==> src/rtl/uart_fifo_ctl_pkg.sv <==
package uart_fifo_ctl_pkg;
  localparam int unsigned CTRL_W = 8;

  // Field positions: [1:0] trigger, [2] flow enable, [3] tx hold-empty, [4] rx hold-empty
  typedef struct packed {
    logic       rx_clr;
    logic       tx_clr;
    logic       flow_en;
    logic [1:0] trig;
  } ctrl_t;

  localparam int unsigned CTRL_USED = $bits(ctrl_t);
endpackage

==> src/rtl/uart_fifo_rst_sync.sv <==
module uart_fifo_rst_sync (
  input  logic clk,
  input  logic rst_n,
  output logic rst_sync_n
);
  logic [1:0] sync_q;

  always_ff @(posedge clk or negedge rst_n) begin
    if (!rst_n) sync_q <= 2'b00;
    else        sync_q <= {sync_q[0], 1'b1};
  end

  assign rst_sync_n = sync_q[1];
endmodule

==> src/rtl/uart_fifo_core.sv <==
module uart_fifo_core #(
  parameter int unsigned DEPTH = 16,
  parameter int unsigned W     = 8,
  localparam int unsigned AW   = $clog2(DEPTH),
  localparam int unsigned CW   = $clog2(DEPTH + 1)
) (
  input  logic          clk,
  input  logic          rst_n,
  input  logic          clr,
  input  logic          push,
  input  logic [W-1:0]  wdata,
  input  logic          pop,
  output logic [W-1:0]  rdata,
  output logic [CW-1:0] count
);
  logic [W-1:0]  mem [DEPTH];
  logic [AW-1:0] wr_q, wr_d, rd_q, rd_d;
  logic [CW-1:0] cnt_q, cnt_d;
  logic          full, empty, do_push, do_pop;

  assign full    = (cnt_q == CW'(DEPTH));
  assign empty   = (cnt_q == '0);
  assign do_push = push && !full && !clr;
  assign do_pop  = pop && !empty && !clr;

  always_comb begin
    wr_d  = wr_q;
    rd_d  = rd_q;
    cnt_d = cnt_q;
    if (clr) begin
      wr_d  = '0;
      rd_d  = '0;
      cnt_d = '0;
    end else begin
      if (do_push) wr_d = (wr_q == AW'(DEPTH - 1)) ? '0 : wr_q + 1'b1;
      if (do_pop)  rd_d = (rd_q == AW'(DEPTH - 1)) ? '0 : rd_q + 1'b1;
      if (do_push && !do_pop)      cnt_d = cnt_q + 1'b1;
      else if (do_pop && !do_push) cnt_d = cnt_q - 1'b1;
    end
  end

  always_ff @(posedge clk or negedge rst_n) begin
    if (!rst_n) begin
      wr_q  <= '0;
      rd_q  <= '0;
      cnt_q <= '0;
    end else begin
      wr_q  <= wr_d;
      rd_q  <= rd_d;
      cnt_q <= cnt_d;
    end
  end

  always_ff @(posedge clk) begin
    if (do_push) mem[wr_q] <= wdata;
  end

  assign rdata = empty ? '0 : mem[rd_q];
  assign count = cnt_q;
endmodule

==> src/rtl/uart_fifo_ctrl_regs.sv <==
module uart_fifo_ctrl_regs
  import uart_fifo_ctl_pkg::*;
#(
  parameter int unsigned DEPTH = 16,
  localparam int unsigned CW   = $clog2(DEPTH + 1),
  localparam int unsigned HALF = DEPTH / 2
) (
  input  logic              clk,
  input  logic              rst_n,
  input  logic              man_rst,
  input  logic              reg_we,
  input  logic [CTRL_W-1:0] reg_wdata,
  output logic [CTRL_W-1:0] reg_rdata,
  output ctrl_t             ctrl,
  input  logic [CW-1:0]     tx_count,
  input  logic [CW-1:0]     rx_count,
  input  logic              cts_n_pin,
  output logic              cts_ok,
  output logic              rts_n,
  output logic              tx_low
);
  ctrl_t         ctrl_q, ctrl_d;
  logic [CW-1:0] thresh;

  always_comb begin
    ctrl_d = ctrl_q;
    if (man_rst)     ctrl_d = '0;
    else if (reg_we) ctrl_d = ctrl_t'(reg_wdata[CTRL_USED-1:0]);
  end

  always_ff @(posedge clk or negedge rst_n) begin
    if (!rst_n) ctrl_q <= '0;
    else        ctrl_q <= ctrl_d;
  end

  assign ctrl      = ctrl_q;
  assign reg_rdata = {{(CTRL_W - CTRL_USED){1'b0}}, ctrl_q};

  // halving ladder: code 0 -> DEPTH/2, each step halves
  assign thresh = CW'(HALF) >> ctrl_q.trig;
  assign tx_low = (tx_count <= thresh);

  assign cts_ok = !ctrl_q.flow_en || !cts_n_pin;
  assign rts_n  = ctrl_q.flow_en && (rx_count >= CW'(DEPTH - 1));
endmodule

==> src/rtl/uart_fifo_ctl.sv <==
module uart_fifo_ctl
  import uart_fifo_ctl_pkg::*;
#(
  parameter int unsigned DEPTH = 16,
  parameter int unsigned W     = 8,
  localparam int unsigned CW   = $clog2(DEPTH + 1)
) (
  input  logic              clk,
  input  logic              rst_n,
  input  logic              man_rst,
  input  logic              reg_we,
  input  logic [CTRL_W-1:0] reg_wdata,
  output logic [CTRL_W-1:0] reg_rdata,
  input  logic              tx_push,
  input  logic [W-1:0]      tx_wdata,
  input  logic              tx_pop,
  output logic [W-1:0]      tx_rdata,
  output logic [CW-1:0]     tx_count,
  output logic              tx_low,
  input  logic              rx_push,
  input  logic [W-1:0]      rx_wdata,
  input  logic              rx_pop,
  output logic [W-1:0]      rx_rdata,
  output logic [CW-1:0]     rx_count,
  input  logic              cts_n_pin,
  output logic              cts_ok,
  output logic              rts_n
);
  logic  rst_i_n;
  ctrl_t ctrl;
  logic  tx_clr, rx_clr, tx_pop_g;

  uart_fifo_rst_sync u_rst (
    .clk        (clk),
    .rst_n      (rst_n),
    .rst_sync_n (rst_i_n)
  );

  uart_fifo_ctrl_regs #(.DEPTH(DEPTH)) u_regs (
    .clk       (clk),
    .rst_n     (rst_i_n),
    .man_rst   (man_rst),
    .reg_we    (reg_we),
    .reg_wdata (reg_wdata),
    .reg_rdata (reg_rdata),
    .ctrl      (ctrl),
    .tx_count  (tx_count),
    .rx_count  (rx_count),
    .cts_n_pin (cts_n_pin),
    .cts_ok    (cts_ok),
    .rts_n     (rts_n),
    .tx_low    (tx_low)
  );

  assign tx_clr   = man_rst || ctrl.tx_clr;
  assign rx_clr   = man_rst || ctrl.rx_clr;
  assign tx_pop_g = tx_pop && cts_ok;

  uart_fifo_core #(.DEPTH(DEPTH), .W(W)) u_txf (
    .clk   (clk),
    .rst_n (rst_i_n),
    .clr   (tx_clr),
    .push  (tx_push),
    .wdata (tx_wdata),
    .pop   (tx_pop_g),
    .rdata (tx_rdata),
    .count (tx_count)
  );

  uart_fifo_core #(.DEPTH(DEPTH), .W(W)) u_rxf (
    .clk   (clk),
    .rst_n (rst_i_n),
    .clr   (rx_clr),
    .push  (rx_push),
    .wdata (rx_wdata),
    .pop   (rx_pop),
    .rdata (rx_rdata),
    .count (rx_count)
  );
endmodule

==> config.mk <==
export PLATFORM = sky130hd
export DESIGN_NAME = uart_fifo_ctl
export DESIGN_NICKNAME = d
export VERILOG_FILES = /design/src/rtl/uart_fifo_ctl_pkg.sv /design/src/rtl/uart_fifo_rst_sync.sv /design/src/rtl/uart_fifo_core.sv /design/src/rtl/uart_fifo_ctrl_regs.sv /design/src/rtl/uart_fifo_ctl.sv
export SDC_FILE = /design/constraint.sdc
export NUM_CORES = 1
export LEC_CHECK = 0
export CAP_MARGIN = 20
export CORE_MARGIN = 5
export CORE_UTILIZATION = 63
export DETAILED_ROUTE_END_ITERATION = 16
export DONT_BUFFER_PORTS = 1
export PLACE_DENSITY_LB_ADDON = 0.2
export SLEW_MARGIN = 20
export SYNTH_ARGS = -nofsm -noshare
export SYNTH_HDL_FRONTEND = slang
export SYNTH_SLANG_ARGS = --single-unit
==> constraint.sdc <==
create_clock -name clk -period 2.5 [get_ports clk]
set_input_delay 0.375 -clock clk [delete_from_list [all_inputs] [get_ports clk]]
set_output_delay 0.375 -clock clk [all_outputs]
set_load 0.01 [all_outputs]
==> results of run 1 <==
[area by class of cell]
cell class,count,area [um2]
repair buffers,89,902
fillers,972,4220
flip-flops and latches,289,8520
multi-input cells,339,3920
well taps,234,293
clock inverters,12,109
clock buffers,39,763
inverters,9,33.8
[placed cells by master (no fill, tap or decap), drive strengths merged, types with 2 or more instances in the layout]
cell type    count
clkinv           8
clkbuf          42
nand3            7
ha              22
nor3            17
a21boi           4
inv             10
edfxtp         256
buf             66
dlygate4sd3     20
xor2             4
nor2            48
conb             4
o41a             2
nand4            2
or2              3
a21o             5
mux2             7
a21oi           17
o22ai           16
o21a             5
o21ai           11
mux4            64
nand2           35
fa               2
bufinv           2
or4              2
mux2i           38
and3             2
nand2b           8
a311oi           2
dfrtp           33
xnor2            4
[final timing paths]
check / startpoint / endpoint / slack, ns
setup / recovery: u_rxf.count[0] / u_rxf.count[4] / -0.04
setup reg to reg: u_rxf.count[0] / u_rxf.count[4] / -0.04
max in group asynchronous: u_rst.sync_q[1] / u_txf.rd_q[0] / 1.56
hold / removal: reg_we / u_regs.ctrl[1] / 0.02
hold reg to reg: u_rst.sync_q[1] / u_rxf.count[2] / 0.25
min in group asynchronous: rst_n / u_rst.sync_q[0] / 0.07
[sequential cells by signal, summed over array words and instances, names as in the netlist]
name,cells
u_rxf.wr_q,4
u_txf.wr_q,4
u_rxf.mem,128
u_rst.sync_q,2
u_regs.ctrl,5
u_txf.mem,128
u_txf.count,5
u_rxf.rd_q,4
u_rxf.count,5
u_txf.rd_q,4
[per-stage QoR]
stage | setup TNS [ns] | cells | util (%)
after global placement | 0 | 927 | 67.6
after detailed placement | -0.145 | 927 | 67.6
after floorplan | -0.0795 | 672 | -
final | -0.0710 | 1011 | 77.5
after CTS | -0.215 | 1004 | 76.1
after global routing | -0.851 | 1011 | 77.5
[cell usage after synthesis (4+ instances only)]
library cell	count	area (um2)
buf_2	14	70.1
o21ai_0	5	25.0
nand2_1	35	131
xnor2_1	4	35.0
mux2_2	7	78.8
o21a_1	5	37.5
nand2b_1	8	50.1
a21oi_1	16	80.1
mux2i_1	38	380
nor3_1	17	85.1
nor2_1	47	176
a21o_1	5	37.5
xor2_1	4	35.0
mux4_2	64	1440
clkbuf_1	16	60.1
nand3_1	7	35.0
inv_1	9	33.8
ha_1	22	275
dfrtp_1	33	826
edfxtp_1	256	7690
o22ai_1	16	100
[metal layers]
layer | global-route usage, % | part of all wire (%)
met5 | 0 | 0
met1 | 29.0 | 38
met3 | 3.93 | 5.2
met4 | 4.99 | 1.9
met2 | 41.9 | 55
[report_power, final]
group	internal (mW)	total (mW)	switching [mW]
registers	5.39	5.47	0.0865
logic	1.59	3.30	1.71
clock network	2.33	4.00	1.66
[kinds of logic (layout without fill, tap and decap cells)]
| logic type | count (synthesis) | after routing | share of synthesized area, % |
|---|---|---|---|
| multiplexers | 109 | 109 | 15.8 |
| AO/OA/AOI/OAI | 66 | 66 | 3.71 |
| other | 2 | 4 | 0.0625 |
| adder cells (fa/ha/maj) | 24 | 24 | 2.62 |
| flip-flops | 289 | 289 | 70.9 |
| buffers and inverters | 44 | 149 | 1.62 |
| AND/OR/NAND/NOR | 128 | 128 | 4.73 |
| XOR/XNOR | 8 | 8 | 0.583 |
[what timing repair did]
action,4_1_cts,5_1_grt
pin swaps,6,27
setup buffers,5,5
hold buffers,20,0
cloned,2,3
resized for setup,75,29
hold endpoints to repair,263,0
endpoints found under the setup margin,22,24
==> results.sh, run 1 <==
export IMPL_post_drt_wl_per_cell_um=25.0
export IMPL_cts_root_buf="clkbuf_16"
export IMPL_critical_path_max_stage_delay_ns=0.58
export IMPL_rsz0062_at_grt="true"
export IMPL_fin_crit_sh_pct=102
export IMPL_holdPathStages=2
export IMPL_grt_first_pass_wirelength_um=38500
export IMPL_path_delay_family="simple AND/OR/NAND/NOR gates"
export IMPL_status="finished with violations"
export IMPL_drt_wl_total_um=25300
export IMPL_grt_pass1_vias=6751
export IMPL_cp_depth=9
export IMPL_fmax_ghz=0.394
export IMPL_maxCapViolCount=0
export IMPL_min_period_ns=2.54
export IMPL_yosys_cell_types_count=47
export IMPL_clkSinkCount=289
export IMPL_drive_above_1_share_pct=34.0
export IMPL_finalSetupViolations=4
export IMPL_worst_setup_hold_path_clk_slew_ns=0.06
export IMPL_hold_violations=0
export IMPL_seq_area_frac_synth_pct=70.9
export IMPL_ios=70
export IMPL_grt_overflow_total=0
export IMPL_floorplan_initialDensity_pct=64.0
export IMPL_place_area_mm2=0.0127
export IMPL_yosys_warnings=0
export IMPL_vias_per_cell=6.38
export IMPL_drt_iter0_markers=479
export IMPL_final_area_mm2=0.0145
export IMPL_coreArea_mm2=0.0188
export IMPL_hpwl_um=15100
export IMPL_final_nets=814
export IMPL_die_h_um=148
export IMPL_die_x_um=148
export IMPL_start_kind="flop"
export IMPL_end_kind="flop"
export IMPL_r2r_cells=9
export IMPL_syn_inst=670
export IMPL_clk_latency_ns=0.53
export IMPL_antennaDiodeCount=0
export IMPL_hp_class="input port to flop"
export IMPL_synthFlopType="edfxtp_1"
export IMPL_clockBufferDepth=3
export IMPL_io_buffers=0
export IMPL_finClkSkew_ns=0.0146
export IMPL_crit_required_ns=2.95
export IMPL_tightest_slew_ns=0.919
export IMPL_vias=6452
export IMPL_yosys_register_bits=289
export IMPL_critPathSlowestCell="or4_4"
export IMPL_synth_avg_cell_area_um2=17.9
export IMPL_path_cells="or4_4 > o21ai_4 > nand2_4 > fa_2 > a21o_1 > a21oi_2 > and3_4 > nor3_2 > nor3_1"
export IMPL_areaGrowthSynthToFinish_pct=21.1
export IMPL_synth_area_mm2=0.0120
export IMPL_rows=50
export IMPL_finalPower_mw=12.8
export IMPL_violations="setup timing"
export IMPL_powerDensity_mw_per_mm2=878
export IMPL_fin_ws_ns=-0.0402
export IMPL_crit_fanout=5
export IMPL_dieArea_mm2=0.0219
export IMPL_grtUsageTotal_pct=22.9
export IMPL_grt_max_degree=33
export IMPL_preCtsSetupSlack_ns=-0.0575
export IMPL_dr_pass1_iters=5
export IMPL_synth_edff_count=256
export IMPL_hold_worst_slack_ns=0.0187
export IMPL_antenna_found_initial=0
export IMPL_postRouteAntennaNets=0
export IMPL_gp_congestion=0.826
export IMPL_vdd_ir_drop_worst_mv=0.640
export IMPL_async_reset_ff_share_pct=11.4
export IMPL_total_leakage_power_nw=4.80
export IMPL_path_buf_inv=0
export IMPL_setup_worst_path_class="flop to flop"
export IMPL_arrival_ns=2.99
export IMPL_drv_slew=0
export IMPL_cts_buffers=29
export IMPL_remaining_drc_errors=0
export IMPL_relSlewSlack_pct=38.5
export IMPL_htreeDepth=1
export IMPL_cts_tree="yes"
Power figures use the tool's default switching activity.
==> run 2, diff against run 1 <==
--- a/config.mk
+++ b/config.mk
@@ -6,11 +6,14 @@
 export NUM_CORES = 1
 export LEC_CHECK = 0
 export CAP_MARGIN = 20
+export CELL_PAD_IN_SITES_DETAIL_PLACEMENT = 0
+export CELL_PAD_IN_SITES_GLOBAL_PLACEMENT = 1
 export CORE_MARGIN = 5
-export CORE_UTILIZATION = 63
+export CORE_UTILIZATION = 55
 export DETAILED_ROUTE_END_ITERATION = 16
 export DONT_BUFFER_PORTS = 1
 export PLACE_DENSITY_LB_ADDON = 0.2
+export SKIP_CTS_REPAIR_TIMING = 1
 export SLEW_MARGIN = 20
 export SYNTH_ARGS = -nofsm -noshare
 export SYNTH_HDL_FRONTEND = slang
==> run 2 against run 1 <==
Effect of this change:
- non-clock buffer count is 5 higher
- power is 0.80% higher
- cell count is 5.4% higher
- sequential cell count stayed put
- sequential share of layout area is 0.18 points higher
- wire length is 4.1% lower
- clock skew is 0.0024 ns lower
- combinational power is 10% lower
- via count is 2.8% lower
- first-iteration DRC count is 7.1% lower
- clock power is 11% higher
- the flow finishes with violations (hold timing, setup timing)
==> results.sh, run 2 (same netlist as run 1, synthesis figures left out) <==
export IMPL_tns_ns=-0.759
export IMPL_cts_tree="yes"
export IMPL_coreArea_mm2=0.0217
export IMPL_status="finished with violations"
export IMPL_crit_required_ns=2.12
export IMPL_regArea_mm2=0.00852
export IMPL_fin_crit_sh_pct=105
export IMPL_clkSinkCount=289
export IMPL_n_fill_cell=1394
export IMPL_dieArea_mm2=0.0249
export IMPL_cts_buffers=30
export IMPL_remaining_drc_errors=0
export IMPL_preCtsSetupSlack_ns=-0.0936
export IMPL_finClkSkew_ns=0.0122
export IMPL_finalSetupViolations=14
export IMPL_drv_slew=0
export IMPL_multiInputGateArea_mm2=0.00369
export IMPL_maxCapViolCount=0
export IMPL_antennaDiodeCount=0
export IMPL_critical_path_max_stage_delay_ns=0.48
export IMPL_grt_max_degree=37
export IMPL_hold_violations=1
export IMPL_clockBufferDepth=3
export IMPL_ios=70
export IMPL_drive_above_1_share_pct=33.8
export IMPL_path_cells="buf_12 > buf_4 > mux4_2 > mux2i_1 > o22ai_4"
export IMPL_postRouteAntennaNets=0
export IMPL_post_drt_wl_per_cell_um=22.7
export IMPL_rows=54
export IMPL_grt_overflow_total=0
export IMPL_min_period_ns=2.63
export IMPL_violations="hold timing, setup timing"
export IMPL_drt_wl_total_um=24300
export IMPL_drt_iter0_markers=445
export IMPL_cts_root_buf="clkbuf_16"
export IMPL_rsz0062_at_grt="true"
export IMPL_die_x_um=158
export IMPL_fin_ws_ns=-0.128
export IMPL_areaGrowthSynthToFinish_pct=20.7
export IMPL_die_h_um=158
export IMPL_mostFrequentLayoutCell="edfxtp_1"
export IMPL_arrival_ns=2.25
export IMPL_critPathSlowestCell="mux4_2"
export IMPL_finalPower_mw=12.9
export IMPL_hp_class="input port to flop"
export IMPL_gp_congestion=0.802
export IMPL_vdd_ir_drop_worst_mv=0.845
export IMPL_floorplan_initialDensity_pct=55.4
export IMPL_vias_per_cell=5.88
export IMPL_path_delay_family="multiplexers"
export IMPL_end_kind="output pin"
export IMPL_fmax_ghz=0.381
export IMPL_start_kind="flop"
export IMPL_dr_pass1_iters=5
export IMPL_io_buffers=0
export IMPL_final_core_util_pct=66.9
export IMPL_htreeDepth=1
export IMPL_crit_fanout=11
export IMPL_grt_first_pass_wirelength_um=37100
export IMPL_vias=6271
export IMPL_hpwl_um=15400
export IMPL_grtUsageTotal_pct=19.4
export IMPL_hold_worst_slack_ns=-0.0114
export IMPL_total_leakage_power_nw=4.83
export IMPL_relSlewSlack_pct=33.1
export IMPL_powerDensity_mw_per_mm2=888
export IMPL_clk_latency_ns=0.56
export IMPL_tightest_slew_ns=1.00
export IMPL_final_nets=820
export IMPL_final_cell_mix="256 x edfxtp_1, 64 x mux4_2, 60 x buf_4"
export IMPL_grt_pass1_vias=6480
export IMPL_worst_setup_hold_path_clk_slew_ns=0.06
export IMPL_antenna_found_initial=0
export IMPL_setup_worst_path_class="flop to output pin"
export IMPL_largestRegisters="u_rxf.mem (128), u_txf.mem (128)"
export IMPL_path_buf_inv=2
run 2: cell types whose count changed in the layout (fill, tap and decap cells not counted), sizes merged:
cell and delta:
buf +7, clkbuf -7, clkinv +7, bufinv +2
clkinvlp +1, dlygate4sd3 -1
run 2: final cells by class:
cell class,instances,share of cell area [%]
clock buffer,33,5.25
inverter,9,0.233
timing repair buffer,94,6.19
clock inverter,22,1.67
multi-input combinational,339,25.5
tap,280,2.42
sequential,289,58.8
run 2: metrics by stage:
step | area [um2] | instances
4_1_cts | 13800 | 1032
2_1_floorplan | 12100 | 672
5_1_grt | 14500 | 1066
3_5_place_dp | 12800 | 977
3_3_place_gp | 12800 | 977
6_report | 14500 | 1066
run 2: report_power, final:
group | internal [mW] | switching (mW)
clock network | 2.62 | 1.80
registers | 5.39 | 0.0937
logic | 1.45 | 1.52
run 2: path summary, 6_finish.rpt:
check / from / end / slack [ns] / cells past startpoint
worst max register to register: u_txf.count[0] / u_txf.count[4] / 0.07 / 9
min in group asynchronous: rst_n / u_rst.sync_q[0] / 0.06 / 1
worst max-delay path: u_txf.rd_q[0] / tx_rdata[4] / -0.13 / 5
worst min-delay path: reg_wdata[4] / u_regs.ctrl[4] / -0.01 / 2
worst min register to register: u_rst.sync_q[1] / u_txf.count[4] / 0.27 / 1
max in group asynchronous: u_rst.sync_q[1] / u_txf.rd_q[0] / 1.92 / 1
run 2: layer usage:
layer	global-route usage (%)	vias up	share of wire (%)
met1	25.0	3221	40
met2	33.8	183	53
met4	5.00	0	1.4
met3	4.26	32	5.5
met5	0	-	0
li1	-	2835	-
